**src/rtl/pci_bcast_rx.sv**
```systemverilog
module pci_bcast_rx #(
  parameter int          AD_W          = 32,
  parameter logic [3:0]  BCAST_CMD     = 4'b0001,
  parameter logic [15:0] SHUTDOWN_CODE = 16'h0000,
  parameter logic [15:0] HALT_CODE     = 16'h0001
) (
  input  logic              clk,
  input  logic              rst_n,
  input  logic              frame_n,
  input  logic              irdy_n,
  input  logic [3:0]        cbe_n,
  input  logic [AD_W-1:0]   ad,
  output logic              msg_valid,
  output logic              halt_pulse,
  output logic              shutdown_pulse,
  output logic [AD_W/2-1:0] msg_code,
  output logic [AD_W/2-1:0] msg_data
);

  localparam int HALF = AD_W / 2;

  typedef enum logic [1:0] {S_IDLE, S_ARMED, S_SKIP, S_DONE} state_t;

  state_t state, nxt;
  logic   bus_idle;
  logic   capture;

  assign bus_idle = frame_n && irdy_n;
  assign capture  = (state == S_ARMED) && !irdy_n;

  always_comb begin
    nxt = state;
    case (state)
      S_IDLE:  if (!frame_n) nxt = (cbe_n == BCAST_CMD) ? S_ARMED : S_SKIP;
      S_ARMED: if (!irdy_n) nxt = S_DONE;
               else if (frame_n) nxt = S_IDLE;
      S_SKIP,
      S_DONE:  if (bus_idle) nxt = S_IDLE;
      default: nxt = S_IDLE;
    endcase
  end

  always_ff @(posedge clk) begin
    if (!rst_n) begin
      state          <= S_IDLE;
      msg_valid      <= 1'b0;
      halt_pulse     <= 1'b0;
      shutdown_pulse <= 1'b0;
      msg_code       <= '0;
      msg_data       <= '0;
    end else begin
      state          <= nxt;
      msg_valid      <= capture;
      halt_pulse     <= capture && (ad[HALF-1:0] == HALT_CODE);
      shutdown_pulse <= capture && (ad[HALF-1:0] == SHUTDOWN_CODE);
      if (capture) begin
        msg_code <= ad[HALF-1:0];
        msg_data <= ad[AD_W-1:HALF];
      end
    end
  end

  p_one_shot_r9: assert property (@(posedge clk) disable iff (!rst_n)
    msg_valid |=> !msg_valid);

  p_ready_seen_r5: assert property (@(posedge clk) disable iff (!rst_n)
    msg_valid |-> $past(!irdy_n));

  p_shutdown_r6: assert property (@(posedge clk) disable iff (!rst_n)
    shutdown_pulse |-> (msg_valid && msg_code == SHUTDOWN_CODE && !halt_pulse));

  p_halt_r7: assert property (@(posedge clk) disable iff (!rst_n)
    halt_pulse |-> (msg_valid && msg_code == HALT_CODE));

  p_hold_r8: assert property (@(posedge clk) disable iff (!rst_n)
    !msg_valid |-> ($stable(msg_code) && $stable(msg_data)));

  p_foreign_r3: assert property (@(posedge clk) disable iff (!rst_n)
    (state == S_SKIP) |=> !msg_valid);

  p_pulses_r2: assert property (@(posedge clk) disable iff (!rst_n)
    $onehot0({halt_pulse, shutdown_pulse}));

endmodule

```
**config.mk**
```make
export PLATFORM = sky130hd
export DESIGN_NAME = pci_bcast_rx
export DESIGN_NICKNAME = d
export VERILOG_FILES = /design/src/rtl/pci_bcast_rx.sv
export SDC_FILE = /design/constraint.sdc
export NUM_CORES = 1
export LEC_CHECK = 0
export BUFFER_PORTS_ARGS = -buffer_cell sky130_fd_sc_hd__buf_4
export CORE_MARGIN = 2
export CORE_UTILIZATION = 44
export DETAILED_ROUTE_END_ITERATION = 16
export HOLD_SLACK_MARGIN = 0.08
export PLACE_DENSITY = 0.78
export SLEW_MARGIN = 20
export SYNTH_ARGS = -nofsm -noshare
export SYNTH_HDL_FRONTEND = slang
export SYNTH_SLANG_ARGS = --single-unit
```
**constraint.sdc**
```tcl
create_clock -name clk -period 1.7 [get_ports clk]
set_input_delay 0.085 -clock clk [delete_from_list [all_inputs] [get_ports clk]]
set_output_delay 0.085 -clock clk [all_outputs]
set_load 0.01 [all_outputs]
```
==> summary.md <==
| Metric | Value |
|---|---|
| Status | `complete, no violations` |
| Pin count of the biggest net entering global routing | `37` |
| Startpoint types | `flop` |
| Vias | `~1500` |
| Share of the synthesized area in the top cell type | `52.1%` |
| Top post-synthesis cells by count | `nand2_1, dfxtp_1, a21boi_1` |
| Final hold vios | `0` |
| Ys async rst share | `0%` |
| Pre-antenna DRT Iters | `4` |
| Crit path max fanout | `7` |
| Placed cells | `276` |
| Clk network pwr share | `28.7%` |
| NumNets Final | `316` |
| Yosys top cell by area | `dfxtp_1` |
| Syn-to-layout area delta | `70.2%` |
| Setup violators final | `0` |
| Normalized max-slew margin | `66.2%` |
| Crit. End Element | `flop` |
| Final core utilization | `79.2%` |
| Die Width | `60.8 µm` |
| HP Class | `input pin to flop` |
| Layout cells sized above 1 | `31.4%` |
| Max-Cap Viols | `0` |
| Ys flop type | `dfxtp_1` |
| Seq cells post-synth | `37` |
| Worst VDD drop | `457 µV` |
| Final Skew | `around 4.4 ps` |
| Avg Inst Size Synth | `between 8 and 9 µm²` |
| Sequential power share | `58.8%` |
| Inserted Diodes | `0` |
| Power per cell area | `616 nW/µm²` |
| Resized Gates After CTS | `0` |
| CTS Root Cell | `clkbuf_4` |
| WL final | `4030 µm` |
| GR Overflow Total | `0` |
| Fmax | `637 MHz` |
| Post-synth EDFFs | `0` |
| H-tree depth | `2` |
| Worst skew pair latency | `340 ps` |
| Post-DP HPWL | `2420 µm` |
| Critical path arrival | `approximately 1900 ps` |
| I/O pin count | `75` |
| Setup TNS | `0 ps` |
| Detail Route Antenna Nets | `0` |
| Post-synth cell types | `22` |
| Leak | `0.00101 µW` |
| Initial core utilization | `about 47%` |
| Port-buffer cells | `74` |
| Period utilization | `around 92%` |
| Post-synthesis cell count | `163` |
| # fillers | `221` |
| Number of cell rows | `20` |
| Seq/Total Area, Yosys | `between 50% and 60%` |
| Most frequent cell after synthesis | `nand2_1` |
| Final RePlAce weighted congestion | `between 0.7 and 0.8` |
| Synthesized area | `between 1000 and 1500 µm²` |
| Multi-input combinational cell area | `612 µm²` |
| Worst Max-Slew Pin Slew | `501 ps` |
| Register Area | `741 µm²` |
| Largest cells by area after synthesis | `dfxtp_1, nand2_1, a21boi_1` |
| CTS max path bufs | `2` |
| Total Die Area | `3700 µm²` |
| Clock-pin slew on the worst setup and hold paths | `roughly 100 ps` |
| Global-route wire length before repair | `6110 µm` |
| # clock sinks | `37` |
| Internal power | `1170 µW` |
| Switching part of the total | `21.8%` |
| Synth Warn # | `0` |
| DRT iter0 DRCs | `80` |
| CTS tree | `yes` |
| Worst hold slack | `83.5 ps` |
| Initial antenna violation count | `0` |
| Unrepaired setup endpoints after global routing | `no` |
| Vias in the first global route | `1389` |
| Per-cell routed wire length | `between 10 and 15 µm` |
| Post-route DRC violation count | `0` |
| Total GRT Usage | `23.0%` |
| Net load switching power | `326 µW` |
| CTS Buf Count | `5` |
| Core footprint | `~3000 µm²` |
| Max-slew violations | `0` |
| Finished Layout Cells | `321` |
| Min Tclk post-route | `between 1500 and 2000 ps` |
| Vias/cell | `4.72` |
| Kind of critical path | `flop to flop` |
| Worst EP required | `1980 ps` |
| DIE HEIGHT | `60.8 µm` |
| Logic pwr share | `12.5%` |
| Syn nets | `203` |
-- layer usage --
metal  vias to the layer above  part of all wire (%)  global-route usage (%)
li1                        765                     -                       -
met1                       678                    38                    24.3
met2                        62                    52                    41.2
met3                        11                   7.6                    8.53
met4                         0                   2.3                    9.32
met5                         -                     0                       0
-- path summary, 6_finish.rpt --
kind              cells after the start           end  slack (ps)        start
setup / recovery                      4  msg_data[11]         130     state[0]
hold / removal                        4   msg_data[5]          80       irdy_n
setup reg to reg                      4  msg_data[11]         130     state[0]
hold reg to reg                       2   msg_data[7]         460  msg_data[7]
-- stage by stage --
stage	area (µm²)	power [µW]	worst slack (ps)
2_1_floorplan	1420	931	511
3_3_place_gp	2000	1020	466
3_5_place_dp	2000	1020	437
4_1_cts	2400	1500	87.9
5_1_grt	2420	1560	15.2
6_report	2420	1490	131
-- registers in the layout, indices dropped and copies added, names as in the netlist --
signal,cells
shutdown_pulse,1
msg_data,16
msg_code,16
state,2
msg_valid,1
halt_pulse,1
-- power by group through the flow --
stage | Sequential [µW] | Clock [µW] | Combinational [µW]
2_1_floorplan | 897 | 0 | 33.8
3_3_place_gp | 896 | 0 | 123
3_5_place_dp | 896 | 0 | 123
4_1_cts | 876 | 441 | 182
5_1_grt | 877 | 479 | 199
6_report | 876 | 428 | 187
-- kinds of logic (layout without fill, tap and decap cells) --
| kind of cell | count (synthesis) | count (layout) | share of synthesized area [%] |
|---|---|---|---|
| buffers and inverters | 11 | 125 | 4.84 |
| and+or+nand+nor | 80 | 80 | 24.5 |
| DFF | 37 | 37 | 52.1 |
| AOI/OAI and AO/OA | 35 | 35 | 18.6 |
-- what timing repair did --
action / 4_1_cts / 5_1_grt
setup endpoints to repair: 0 / 3
buffers inserted: 0 / 2
hold buffers: 35 / 0
hold endpoints to repair: 34 / 0
-- area by class of cell --
type	count	area share, %
Timing Repair Buffer	116	39.6
Sequential cell	37	30.6
Multi-Input combinational cell	115	25.3
Inverter	1	0.155
Clock buffer	8	2.02
Tap cell	44	2.28
-- critical path, cell delays in order, from the launching register on --
cell and delay (ps):
dfxtp_1 390, nor3b_4 330, nand2_1 100, dlygate4sd3_1 580, a21boi_1 110
-- placed cells by master (no fill, tap or decap) --
master | synthesis | layout
buf_4 | 0 | 81
nand2_1 | 65 | 65
dfxtp_1 | 37 | 37
dlygate4sd3_1 | 0 | 35
a21boi_1 | 30 | 30
clkbuf_4 | 0 | 5
nor4_1 | 3 | 3
clkbuf_1 | 3 | 3
nor2_1 | 2 | 2
nor3_1 | 2 | 2
a21boi_0 | 2 | 2
nor3b_4 | 1 | 1
or3b_1 | 1 | 1
nor4b_1 | 1 | 1
a22oi_1 | 1 | 1
nor2b_1 | 1 | 1
and2_1 | 1 | 1
nand4_1 | 1 | 1
nand3_1 | 1 | 1
nor3b_1 | 1 | 1
inv_1 | 1 | 1
a22o_1 | 1 | 1
o21a_1 | 1 | 1
Note: power is estimated with default switching activity, not from simulation.
